### src/rtl/fmasr_pkg.sv
package fmasr_pkg;

    typedef enum logic [2:0] {
        CLS_ZERO  = 3'd0,
        CLS_DNORM = 3'd1,
        CLS_NORM  = 3'd2,
        CLS_INF   = 3'd3,
        CLS_QNAN  = 3'd4,
        CLS_SNAN  = 3'd5
    } opnd_cls_e;

    typedef enum logic [2:0] {
        OP_MADD       = 3'd0,
        OP_MADD_FUSED = 3'd1,
        OP_MSUB_FUSED = 3'd2,
        OP_NMSUB      = 3'd3,
        OP_MSUB       = 3'd4,
        OP_NMADD      = 3'd5,
        OP_RSV6       = 3'd6,
        OP_RSV7       = 3'd7
    } op_sel_e;

    typedef enum logic [3:0] {
        V_SNAN_Z,
        V_SNAN_X,
        V_SNAN_Y,
        V_QNAN_Z,
        V_QNAN_X,
        V_QNAN_Y,
        V_INF_TIMES_ZERO,
        V_INF_CLASH,
        V_PROD_INF,
        V_ADDEND_INF,
        V_ZERO_SUM,
        V_ADDEND_PASS,
        V_COMPUTE
    } verdict_e;

endpackage

### src/rtl/fmasr_classify.sv
module fmasr_classify
    import fmasr_pkg::*;
#(
    parameter int EXP_W  = 8,
    parameter int FRAC_W = 23,
    localparam int W = 1 + EXP_W + FRAC_W
) (
    input  logic [W-1:0] opnd,
    output opnd_cls_e    cls
);
    logic [EXP_W-1:0]  expo;
    logic [FRAC_W-1:0] frac;

    assign expo = opnd[W-2 -: EXP_W];
    assign frac = opnd[FRAC_W-1:0];

    always_comb begin
        if (expo == '1) begin
            if (frac == '0)             cls = CLS_INF;
            else if (frac[FRAC_W-1])    cls = CLS_QNAN;
            else                        cls = CLS_SNAN;
        end else if (expo == '0) begin
            cls = (frac == '0) ? CLS_ZERO : CLS_DNORM;
        end else begin
            cls = CLS_NORM;
        end
    end
endmodule

### src/rtl/fmasr_decide.sv
module fmasr_decide
    import fmasr_pkg::*;
(
    input  opnd_cls_e z_cls,
    input  opnd_cls_e x_cls,
    input  opnd_cls_e y_cls,
    input  logic      z_sign,
    input  logic      x_sign,
    input  logic      y_sign,
    input  logic [2:0] op,
    output verdict_e  verdict,
    output logic      prod_sign,
    output logic      add_sign
);
    logic neg_prod, neg_add;
    logic prod_has_inf, prod_has_zero;

    always_comb begin
        neg_prod = 1'b0;
        neg_add  = 1'b0;
        unique case (op_sel_e'(op))
            OP_MSUB_FUSED, OP_NMSUB: neg_prod = 1'b1;
            OP_MSUB:                 neg_add  = 1'b1;
            OP_NMADD: begin
                neg_prod = 1'b1;
                neg_add  = 1'b1;
            end
            default: ;
        endcase
    end

    assign prod_sign     = x_sign ^ y_sign ^ neg_prod;
    assign add_sign      = z_sign ^ neg_add;
    assign prod_has_inf  = (x_cls == CLS_INF)  || (y_cls == CLS_INF);
    assign prod_has_zero = (x_cls == CLS_ZERO) || (y_cls == CLS_ZERO);

    always_comb begin
        if      (z_cls == CLS_SNAN) verdict = V_SNAN_Z;
        else if (x_cls == CLS_SNAN) verdict = V_SNAN_X;
        else if (y_cls == CLS_SNAN) verdict = V_SNAN_Y;
        else if (z_cls == CLS_QNAN) verdict = V_QNAN_Z;
        else if (x_cls == CLS_QNAN) verdict = V_QNAN_X;
        else if (y_cls == CLS_QNAN) verdict = V_QNAN_Y;
        else if (prod_has_inf) begin
            if (prod_has_zero)
                verdict = V_INF_TIMES_ZERO;
            else if (z_cls == CLS_INF && add_sign != prod_sign)
                verdict = V_INF_CLASH;
            else
                verdict = V_PROD_INF;
        end else if (z_cls == CLS_INF) begin
            verdict = V_ADDEND_INF;
        end else if (prod_has_zero) begin
            verdict = (z_cls == CLS_ZERO) ? V_ZERO_SUM : V_ADDEND_PASS;
        end else begin
            verdict = V_COMPUTE;
        end
    end
endmodule

### src/rtl/fmasr_assemble.sv
module fmasr_assemble
    import fmasr_pkg::*;
#(
    parameter int EXP_W  = 8,
    parameter int FRAC_W = 23,
    localparam int W = 1 + EXP_W + FRAC_W
) (
    input  verdict_e     verdict,
    input  logic [W-1:0] z,
    input  logic [W-1:0] x,
    input  logic [W-1:0] y,
    input  logic         prod_sign,
    input  logic         add_sign,
    input  logic         round_down,
    output logic [W-1:0] result,
    output logic         invalid,
    output logic         compute
);
    localparam logic [W-1:0] QUIET_BIT   = W'(1) << (FRAC_W - 1);
    localparam logic [W-1:0] DEFAULT_NAN = {1'b0, {EXP_W{1'b1}}, 1'b1, {(FRAC_W-1){1'b0}}};
    localparam logic [W-2:0] INF_MAG     = {{EXP_W{1'b1}}, {FRAC_W{1'b0}}};

    always_comb begin
        result  = '0;
        invalid = 1'b0;
        compute = 1'b0;
        unique case (verdict)
            V_SNAN_Z: begin result = z | QUIET_BIT; invalid = 1'b1; end
            V_SNAN_X: begin result = x | QUIET_BIT; invalid = 1'b1; end
            V_SNAN_Y: begin result = y | QUIET_BIT; invalid = 1'b1; end
            V_QNAN_Z:          result = z;
            V_QNAN_X:          result = x;
            V_QNAN_Y:          result = y;
            V_INF_TIMES_ZERO,
            V_INF_CLASH: begin result = DEFAULT_NAN; invalid = 1'b1; end
            V_PROD_INF:        result = {prod_sign, INF_MAG};
            V_ADDEND_INF:      result = {add_sign, INF_MAG};
            V_ZERO_SUM:        result = {(prod_sign == add_sign) ? add_sign : round_down,
                                         {(W-1){1'b0}}};
            V_ADDEND_PASS:     result = {add_sign, z[W-2:0]};
            V_COMPUTE:         compute = 1'b1;
            default:           compute = 1'b1;
        endcase
    end
endmodule

### src/rtl/fmasr_top.sv
module fmasr_top
    import fmasr_pkg::*;
#(
    parameter int EXP_W  = 8,
    parameter int FRAC_W = 23,
    localparam int W = 1 + EXP_W + FRAC_W
) (
    input  logic         clk,
    input  logic         rst_n,
    input  logic         in_valid,
    input  logic [2:0]   in_op,
    input  logic         in_round_down,
    input  logic [W-1:0] in_z,
    input  logic [W-1:0] in_x,
    input  logic [W-1:0] in_y,
    output logic         out_valid,
    output logic [W-1:0] out_result,
    output logic         out_invalid,
    output logic         out_compute,
    output logic         out_prod_sign,
    output logic         out_add_sign
);
    localparam int NOPS = 3;
    localparam logic [W-1:0] DEFAULT_NAN = {1'b0, {EXP_W{1'b1}}, 1'b1, {(FRAC_W-1){1'b0}}};

    logic [W-1:0] opnd [NOPS];
    opnd_cls_e    cls  [NOPS];

    assign opnd[0] = in_z;
    assign opnd[1] = in_x;
    assign opnd[2] = in_y;

    for (genvar i = 0; i < NOPS; i++) begin : g_cls
        fmasr_classify #(.EXP_W(EXP_W), .FRAC_W(FRAC_W)) i_cls (
            .opnd (opnd[i]),
            .cls  (cls[i])
        );
    end

    verdict_e     verdict;
    logic         prod_sign, add_sign;
    logic [W-1:0] result_d;
    logic         invalid_d, compute_d;

    fmasr_decide i_decide (
        .z_cls     (cls[0]),
        .x_cls     (cls[1]),
        .y_cls     (cls[2]),
        .z_sign    (in_z[W-1]),
        .x_sign    (in_x[W-1]),
        .y_sign    (in_y[W-1]),
        .op        (in_op),
        .verdict   (verdict),
        .prod_sign (prod_sign),
        .add_sign  (add_sign)
    );

    fmasr_assemble #(.EXP_W(EXP_W), .FRAC_W(FRAC_W)) i_asm (
        .verdict    (verdict),
        .z          (in_z),
        .x          (in_x),
        .y          (in_y),
        .prod_sign  (prod_sign),
        .add_sign   (add_sign),
        .round_down (in_round_down),
        .result     (result_d),
        .invalid    (invalid_d),
        .compute    (compute_d)
    );

    always_ff @(posedge clk or negedge rst_n) begin
        if (!rst_n) begin
            out_valid     <= 1'b0;
            out_result    <= '0;
            out_invalid   <= 1'b0;
            out_compute   <= 1'b0;
            out_prod_sign <= 1'b0;
            out_add_sign  <= 1'b0;
        end else begin
            out_valid <= in_valid;
            if (in_valid) begin
                out_result    <= result_d;
                out_invalid   <= invalid_d;
                out_compute   <= compute_d;
                out_prod_sign <= prod_sign;
                out_add_sign  <= add_sign;
            end
        end
    end

    // Checks on the registered stage against classifier outputs
    logic any_nan, inf_zero_hit;
    always_comb begin
        any_nan = 1'b0;
        for (int i = 0; i < NOPS; i++)
            if (cls[i] == CLS_QNAN || cls[i] == CLS_SNAN) any_nan = 1'b1;
    end
    assign inf_zero_hit = !any_nan &&
        ((cls[1] == CLS_INF && cls[2] == CLS_ZERO) || (cls[1] == CLS_ZERO && cls[2] == CLS_INF));

    assert_valid_follow_R10: assert property (@(posedge clk) disable iff (!rst_n)
        in_valid |=> out_valid);
    assert_idle_follow_R10: assert property (@(posedge clk) disable iff (!rst_n)
        !in_valid |=> !out_valid);
    assert_invalid_qnan_R2: assert property (@(posedge clk) disable iff (!rst_n)
        (out_valid && out_invalid) |->
            (out_result[W-2 -: EXP_W] == '1 && out_result[FRAC_W-1]));
    assert_no_snan_out_R3: assert property (@(posedge clk) disable iff (!rst_n)
        out_valid |-> !(out_result[W-2 -: EXP_W] == '1 && !out_result[FRAC_W-1]
                        && out_result[FRAC_W-2:0] != '0));
    assert_compute_clean_R9: assert property (@(posedge clk) disable iff (!rst_n)
        (out_valid && out_compute) |-> (!out_invalid && out_result == '0));
    assert_inf_zero_R4: assert property (@(posedge clk) disable iff (!rst_n)
        (in_valid && inf_zero_hit) |=> (out_invalid && out_result == DEFAULT_NAN));
endmodule

### config.mk
export PLATFORM = sky130hd
export DESIGN_NAME = fmasr_top
export DESIGN_NICKNAME = d
export VERILOG_FILES = /design/src/rtl/fmasr_pkg.sv /design/src/rtl/fmasr_classify.sv /design/src/rtl/fmasr_decide.sv /design/src/rtl/fmasr_assemble.sv /design/src/rtl/fmasr_top.sv
export SDC_FILE = /design/constraint.sdc
export NUM_CORES = 1
export LEC_CHECK = 0
export BUFFER_PORTS_ARGS = -buffer_cell sky130_fd_sc_hd__clkbuf_2
export CAP_MARGIN = 20
export CORE_MARGIN = 5
export CORE_UTILIZATION = 50
export CTS_CLUSTER_SIZE = 25
export DETAILED_ROUTE_END_ITERATION = 10
export PLACE_DENSITY = 0.87
export SETUP_SLACK_MARGIN = 0.05
export SLEW_MARGIN = 20
export SYNTH_ARGS = -nofsm -noshare
export SYNTH_HDL_FRONTEND = slang
export SYNTH_SLANG_ARGS = --single-unit
### constraint.sdc
create_clock -name clk -period 3.16 [get_ports clk]
set_clock_uncertainty 0.15 [all_clocks]
set_input_delay 0.474 -clock clk [delete_from_list [all_inputs] [get_ports clk]]
set_output_delay 0.474 -clock clk [all_outputs]
set_load 0.005 [all_outputs]
==> results.cfg, run 1 <==
[die]
coreArea_sq_um = 5440
dieHeight_microns = 84.5
ios = 140
num_rows = 27
initial_core_util_pct = 51.0
die_area_sq_um = 7140
die_w_microns = 84.5

[sta]
finalMaxSlewViolations = 0
holdWs_ps = -34.5
worst_slack_ps = 193
tightest_slew_ps = 527
finalHoldViolations = 15
rsz0062_at_grt = no
fmax_mhz = 337
fin_crit_ps = 2970
relSlewSlack_pct = 64.7
finalSetupViolCount = 0
min_period_over_period_pct = 93.9

[critical_path]
max_stage_delay_ps = 430
r2r_setup_slack_ps = 1810
crit_slowest_cell = or3b_1
r2r-end = out_result[19]
critPathKind = input pin to flop
required_ps = 3170
reg2reg_from = out_result[19]
path_cells = clkbuf_2, nor4_2, nand4_1, or3b_1, buf_4, o311ai_1, a21boi_1, o21ai_1, a32o_1, a221o_1
end_kind = flop
cp_data_arrival_time_ps = 2980
start_kind = input pin
worst-path-buf-inv = 2
startpoint = in_y[11]
critPathMaxFanout = 8
r2r_cells = 5
cp_top_family = compound AO/OA/AOI/OAI gates

[detailed_routing]
drt_iter0_markers = 345
firstDrtPassIters = 5
wirelength_microns = 10800
vias = 3764
ant_nets = 0
vias_per_cell = 6.30
wl_per_cell_microns = 18.0
drc = 0

[final_layout]
layout_common_cells = 139 x clkbuf_2, 50 x a21oi_1, 47 x buf_4
final_util_pct = 73.0
diodes = 0
areaGrowthSynthToFinish_pct = 43.2
final_net_count = 628
mostFrequentLayoutCell = clkbuf_2
drive_above_1_share_pct = 39.6
final_cells = 597
fin_area_sq_um = 3970

[pwr]
vdd_drop_max_uv = 218
power.leakage_nw = 1.88
cellPowerDensity_nw_per_um2 = 283
power.total_mw = 1.12

[place]
dp_slack_ps = -173
portBuffers = 139
gp_congestion = 0.994
dp_cells = 589
placed_cell_area_sq_um = 3840
dp_hpwl_microns = 8210

[global_routing]
overflow = 0
grt_use_total_pct = 29.4
grt_max_degree = 38
grt_pass1_wl_microns = 17300
grt_pass1_vias = 3646
antenna_found_initial = 0

[status]
status = complete, but fails checks
violations = negative hold slack

[cts]
clockBufferDepth = 2
clockRootBuffer = clkbuf_8
clk_latency_ps = 290
clkTransAtPathRegs_ps = 80
clkSinkCount = 37
cts_made_buffers = 5
cts-htree-levels = 2
cts_tree = done

[logic_synthesis]
syn_area_per_cell_sq_um = 7.93
netlist_area_sq_um = 2770
ys_types = 51
ys_ff_latch = 37
synth_nets = 453
syn_inst = 350
yosys_warnings = 0
seq_area_frac_synth_pct = 33.4

[hold_path]
worstHoldPathType = input pin to asynchronous set/reset pin

[flow_run]
maxCapViolCount = 0
==> routing by layer <==
layer / global-route usage (%) / vias up / share of wire (%)
met5: 0 / - / 0
met4: 12.2 / 0 / 3.3
met3: 5.20 / 41 / 12
met2: 48.7 / 299 / 48
met1: 37.9 / 1709 / 37
li1: - / 1715 / -
==> cell type report <==
cell class              instances  area, sq um
inverters                       3         11.3
multi-input cells             290         1760
flip-flops and latches         37          926
clock buffers                   7         86.3
repair buffers                188         1100
well taps                      72         90.1
fillers                       435         1470
==> report_power, final <==
part           switching (mW)  total (mW)  leakage (nW)  internal, mW
sequential             0.0151       0.513         0.471         0.498
combinational           0.141       0.273          1.36         0.132
clock                   0.165       0.338        0.0443         0.173
==> worst register-to-register path, delay by kind of cell, from the launching register on <==
kind | cells | cell delay, ps
compound gates | 4 | 570
simple gates | 1 | 110
flops | 1 | 400
==> state kept, by name, indices dropped and copies added, names as in the netlist <==
name / count
out_add_sign: 1
out_compute: 1
out_invalid: 1
out_prod_sign: 1
out_result: 32
out_valid: 1
==> how the worst max path moves through the flow <==
| stage | to | slack, ps | cells past startpoint |
|---|---|---|---|
| final | out_result[26] | 190 | 10 |
| after global routing | out_result[26] | 50 | 9 |
| after CTS | out_result[19] | 110 | 9 |
| after detailed placement | out_result[19] | -170 | 9 |
| after global placement | out_result[7] | -70 | 9 |
| after floorplan | out_result[0] | 210 | 9 |
==> cell families (layout without fill, tap and decap cells) <==
family                    count (synthesis)  in the layout  synth area share (%)
and+or+nand+nor                         152            152                  26.5
muxes                                     1              1                 0.406
buffers and inverters                    23            198                  4.24
DFF                                      37             37                  33.4
AOI/OAI and AO/OA                       133            133                  33.7
xor gates and xnor gates                  4              4                  1.80
==> what timing repair did <==
item | 4_1_cts | 5_1_grt
setup endpoints to repair | 0 | 31
hold buffers | 0 | 0
resized for setup | 0 | 3
buffers inserted | 0 | 0
==> synthesized netlist by cell type, drive strengths merged <==
master,count,area share [%]
o21a,4,1.1
o221ai,3,1.2
o32a,1,0.36
and2,1,0.23
nor2b,4,0.90
a211oi,1,0.27
xor3,1,0.86
clkbuf,14,1.9
o21ai,30,5.5
a221o,31,11
nor4,22,5.0
a21boi,1,0.27
a31o,1,0.32
nor2,41,5.6
a32o,2,0.77
or3,2,0.45
o2bb2ai,2,0.63
or3b,1,0.32
nand4,7,1.6
a31oi,1,0.23
o41ai,1,0.99
nand3,4,0.72
inv,3,0.41
xnor2,2,0.63
and3,3,0.68
o311ai,1,0.32
mux2,1,0.41
nor3b,1,0.27
nand2,47,6.5
o221a,1,0.72
and4,2,0.63
or4,2,0.68
buf,6,1.9
a21oi,50,9.0
and3b,1,0.32
a21o,1,0.27
a22oi,1,0.27
nor3,13,2.3
xor2,1,0.32
nor4b,1,0.32
dfrtp,37,33
o31ai,1,0.27
==> metrics by stage <==
stage	setup TNS, ps	hold WS (ps)
CTS	0	204
global placement	-1470	331
finish	0	-34.5
floorplan	0	28.4
global route	0	2.83
detailed placement	-3750	339
(Power assumes the default switching activity.)
==> run 2: changes to the inputs <==
==> constraint.sdc (replaced) <==
create_clock -name clk -period 3.16 [get_ports clk]
set_clock_uncertainty 0.15 [all_clocks]
set_input_delay 0.632 -clock clk [delete_from_list [all_inputs] [get_ports clk]]
set_output_delay 0.632 -clock clk [all_outputs]
set_load 0.005 [all_outputs]
==> run 2 against run 1 <==
  * The flow now finishes without violations
  * Maximum frequency down 3.6%
  * Worst setup slack got worse by 110 ps
  * Utilization rose by 6.7 points
  * Final cell count grew 6.2%
  * Clock-buffer cell count is 2 lower
  * Sequential share of layout area is 2.0 points lower
  * Via count up 10%
  * Non-clock buffer count increased by 33
  * Total power up 3.8%
  * Routed wire length is 11% higher
==> results.cfg, run 2 (synthesized netlist as in run 1, its figures left out) <==
[cts]
clk_latency_ps = 290
cts-htree-levels = 2
clkTransAtPathRegs_ps = 90
cts_setup_buffers = 0
clkSinkCount = 37
clockRootBuffer = clkbuf_8
cts_tree = done
clockBufferDepth = 2
cts_made_buffers = 5

[global_routing]
grt_use_total_pct = 29.8
grt_pass1_wl_microns = 17600
grt_max_degree = 45
antenna_found_initial = 0
overflow = 0
grt_pass1_vias = 3778

[pwr]
vdd_drop_max_uv = 154
power.leakage_nw = 2.07
cellPowerDensity_nw_per_um2 = 269

[sta]
tightest_slew_ps = 955
fin_crit_ps = 3080
worst_slack_ps = 82.4
finalSetupViolCount = 0
min_period_over_period_pct = 97.4
relSlewSlack_pct = 36.4
finalMaxSlewViolations = 0
finalHoldViolations = 0
rsz0062_at_grt = yes
fmax_mhz = 325

[place]
dp_hpwl_microns = 8420
placed_cell_area_sq_um = 4100
dp_slack_ps = -371
dp_cells = 623
portBuffers = 139
gp_congestion = 0.948

[detailed_routing]
vias = 4144
drt_iter0_markers = 672
firstDrtPassIters = 7
vias_per_cell = 6.54
wl_per_cell_microns = 18.8
wirelength_microns = 11900
ant_nets = 0
drc = 0

[die]
num_rows = 27
initial_core_util_pct = 51.0
ios = 140
dieHeight_microns = 84.5
coreArea_sq_um = 5440
die_w_microns = 84.5
die_area_sq_um = 7140

[critical_path]
max_stage_delay_ps = 530
reg2reg_from = out_result[4]
critPathMaxFanout = 5
crit_slowest_cell = or4_4
critPathKind = input pin to flop
startpoint = in_x[6]
r2r_cells = 5
cp_data_arrival_time_ps = 3110
start_kind = input pin
required_ps = 3200
end_kind = flop
path_cells = clkbuf_2, nor4_4, nand4_1, or4_4, o221a_4, o221ai_4, nand2_4, a32o_1, a221o_1
r2r_setup_slack_ps = 1690

[final_layout]
diodes = 0
drive_above_1_share_pct = 45.4
final_net_count = 664
final_cells = 634
largest_register = out_result
areaGrowthSynthToFinish_pct = 56.3
mostFrequentLayoutCell = clkbuf_2
fin_area_sq_um = 4340
largest_reg_flops = 32
layout_common_cells = 139 x clkbuf_2, 78 x buf_4, 50 x a21oi_1

[flow_run]
maxCapViolCount = 0

[status]
status = completed

[hold_path]
worstHoldPathType = input pin to asynchronous set/reset pin
[run 2: cell count changes in the layout (fill, tap and decap cells not counted), sizes merged]
cell	before	now
a32o	2	5
buf	49	82
clkbuf	146	144
clkinv	0	2
clkinvlp	0	1
[run 2: through the flow]
step                      util (%)  setup TNS [ps]  hold WS (ps)  total power [mW]
final                         79.7               0           325              1.17
after global routing          79.7               0           370              1.21
after CTS                     77.3               0           347              1.14
after detailed placement      75.5          -10140           327             0.819
after global placement        75.5           -7590           311             0.807
after floorplan                  -               0           186             0.616
[run 2: area by class of cell]
cell class,count,area (sq um)
multi-input cells,293,1880
repair buffers,221,1340
fillers,374,1100
flip-flops and latches,37,926
well taps,72,90.1
clock buffers,5,68.8
clock inverters,3,17.5
inverters,3,11.3
[run 2: power breakdown]
group / switching, mW / internal (mW) / total [mW]
clock: 0.184 / 0.152 / 0.336
sequential: 0.0161 / 0.498 / 0.514
combinational: 0.159 / 0.158 / 0.316
[run 2: routing by layer]
metal	GRT usage, %	wire length (microns)
met5	0	0
met4	12.8	770
met3	5.99	1560
met2	47.6	5360
met1	39.2	4230
[run 2: critical path, delay by kind of cell]
| family | cells | cell delay (ps) |
|---|---|---|
| AO/OA/AOI/OAI | 4 | 1210 |
| AND/OR/NAND/NOR | 4 | 1150 |
| buffers and inverters | 1 | 110 |
[run 2: path summary, 6_finish.rpt]
check,end
worst min-delay path,out_result[20]
worst max-delay path,out_result[2]
max in group asynchronous,out_valid
worst max register to register,out_result[4]
worst min register to register,out_compute
min in group clk,out_compute
[run 2: timing repair]
| action | CTS | global route |
|---|---|---|
| resized for setup | 2 | 18 |
| pin swaps | 0 | 11 |
| gates cloned | 0 | 3 |
| endpoints found under the setup margin | 22 | 32 |
| hold buffers | 0 | 0 |
==> run 3: changes to the inputs <==
- CORE_UTILIZATION: 50 -> 42
- PLACE_DENSITY: 0.87 -> 0.78
- clock period: 3.16 -> 2.8 ns (I/O delays scaled with it)
==> run 3 against run 2 <==
  * The run now ends with negative setup slack left
  * Combinational power rose by 32%
  * Final cell count rose by 6.5%
  * Routed wire length rose by 15%
  * Critical path depth rose by 2
  * Sequential share of layout area fell by 2.6 points
  * Hold slack got worse by 110 ps
  * Register-to-register slack got worse by 310 ps
  * Via count rose by 1.6%
  * Clock power rose by 29%
  * Die area rose by 17%
  * Flip-flop and latch count did not move
==> results.cfg, run 3 (synthesized netlist as in run 1, its figures left out) <==
[cts]
cts-htree-levels = 2
cts_hold_buf = 0
clockBufferDepth = 2
clockRootBuffer = clkbuf_8
cts_made_buffers = 5
clkTransAtPathRegs_ps = 80
clkSinkCount = 37
cts_tree = done
clk_latency_ps = 300

[die]
coreArea_sq_um = 6390
die_area_sq_um = 8330
dieHeight_microns = 91.3
ios = 140
initial_core_util_pct = 43.4
num_rows = 29
die_w_microns = 91.3

[detailed_routing]
wirelength_microns = 13800
drc = 0
drt_iter0_markers = 585
wl_per_cell_microns = 20.4
firstDrtPassIters = 9
vias_per_cell = 6.24
ant_nets = 0
vias = 4211

[global_routing]
grt_max_degree = 38
gr-usage-met1_pct = 33.8
met3_usage_pct = 7.02
grt_pass1_wl_microns = 18600
overflow = 0
grt_use_total_pct = 26.9
grt_pass1_vias = 3994
antenna_found_initial = 0
busiest_layer = met2
use_met2_pct = 44.5

[critical_path]
critPathMaxFanout = 11
required_ps = 2890
critPathKind = input pin to flop
start_kind = input pin
cp_data_arrival_time_ps = 3080
r2r_setup_slack_ps = 1380
end_kind = flop

[place]
dp_hpwl_microns = 8970
portBuffers = 139
gp_congestion = 0.971
dp_slack_ps = -611

[final_layout]
layout_common_cells = 122 x clkbuf_2, 116 x buf_4, 48 x a21oi_1
final_util_pct = 77.4
drive_above_1_share_pct = 53.0
final_net_count = 700
areaGrowthSynthToFinish_pct = 78.2
largest_reg_flops = 32
diodes = 0
largest_register = out_result
mostFrequentLayoutCell = clkbuf_2

[sta]
relSlewSlack_pct = 42.1
rsz0062_at_grt = yes
finalSetupViolCount = 32
tightest_slew_ps = 869
fin_crit_ps = 2990
min_period_over_period_pct = 107
finalHoldViolations = 0
finalMaxSlewViolations = 0
fmax_mhz = 334
worst_slack_ps = -192

[pwr]
vdd_drop_max_uv = 269
power.leakage_nw = 2.36
p_int_uw = 1000
cellPowerDensity_nw_per_um2 = 289
switchingPower_uw = 430
switching_share_pct = 30.1
seqPwrFrac_pct = 40.6
power_frac_clock_pct = 30.2
power.total_mw = 1.43
p_comb_share_pct = 29.3

[status]
status = complete, but fails checks
violations = negative setup slack

[hold_path]
worstHoldPathType = input pin to asynchronous set/reset pin

[flow_run]
maxCapViolCount = 0
-- run 3: changes by cell type in the layout (fill, tap and decap cells not counted), sizes merged --
cell      before  now
buf           82  134
clkbuf       144  131
a32o           5    4
clkinv         2    1
clkinvlp       1    0
-- run 3: metrics by stage --
step	area [sq um]	instances	hold slack [ps]	TNS [ps]
4_1_cts	4660	673	288	-3120
5_1_grt	4940	675	290	-7730
6_report	4940	675	218	-5170
2_1_floorplan	2870	350	114	-3550
3_5_place_dp	4460	664	318	-18830
3_3_place_gp	4460	664	316	-17800
-- run 3: what timing repair did --
action / in CTS / in global routing
endpoints found under the setup margin: 33 / 33
pin swaps: 6 / 22
gates cloned: 0 / 3
resized for setup: 17 / 67
setup buffers: 1 / 1
-- run 3: worst max-delay path, stage by stage --
cell and delay (ps):
buf_6 110, nor4_4 260, nand4_1 220, or4_4 510, buf_6 150, and3_4 160
o32a_1 340, nor2_2 190, and3_4 250, clkbuf_16 170, a221o_1 140
-- run 3: power by group through the flow --
stage | registers [mW] | clock network, mW | logic, mW
4_1_cts | 0.579 | 0.430 | 0.383
2_1_floorplan | 0.588 | 0 | 0.110
6_report | 0.580 | 0.432 | 0.418
3_3_place_gp | 0.589 | 0 | 0.363
3_5_place_dp | 0.589 | 0 | 0.373
5_1_grt | 0.583 | 0.455 | 0.451
-- run 3: worst paths after layout --
path | endpoint | cells past startpoint | start
worst min register to register | out_compute | 1 | out_compute
worst max register to register | out_result[20] | 5 | out_result[20]
worst max-delay path | out_result[9] | 11 | in_x[4]
worst min-delay path | out_result[23] | 1 | rst_n
max in group asynchronous | out_result[13] | 1 | rst_n
min in group clk | out_compute | 1 | out_compute
-- run 3: metal layers --
metal	part of all wire [%]	wire length, microns
met5	0	0
met2	47	6520
met1	37	5140
met3	12	1600
met4	3.6	499
-- run 3: area by class of cell --
type                       count  area (sq um)
clock buffer                   7          96.3
clock inverter                 1          5.00
fill                         437          1440
inverter                       3          11.3
multi-input combinational    292          2100
sequential                    37           926
tap                           77          96.3
timing repair buffer         258          1710
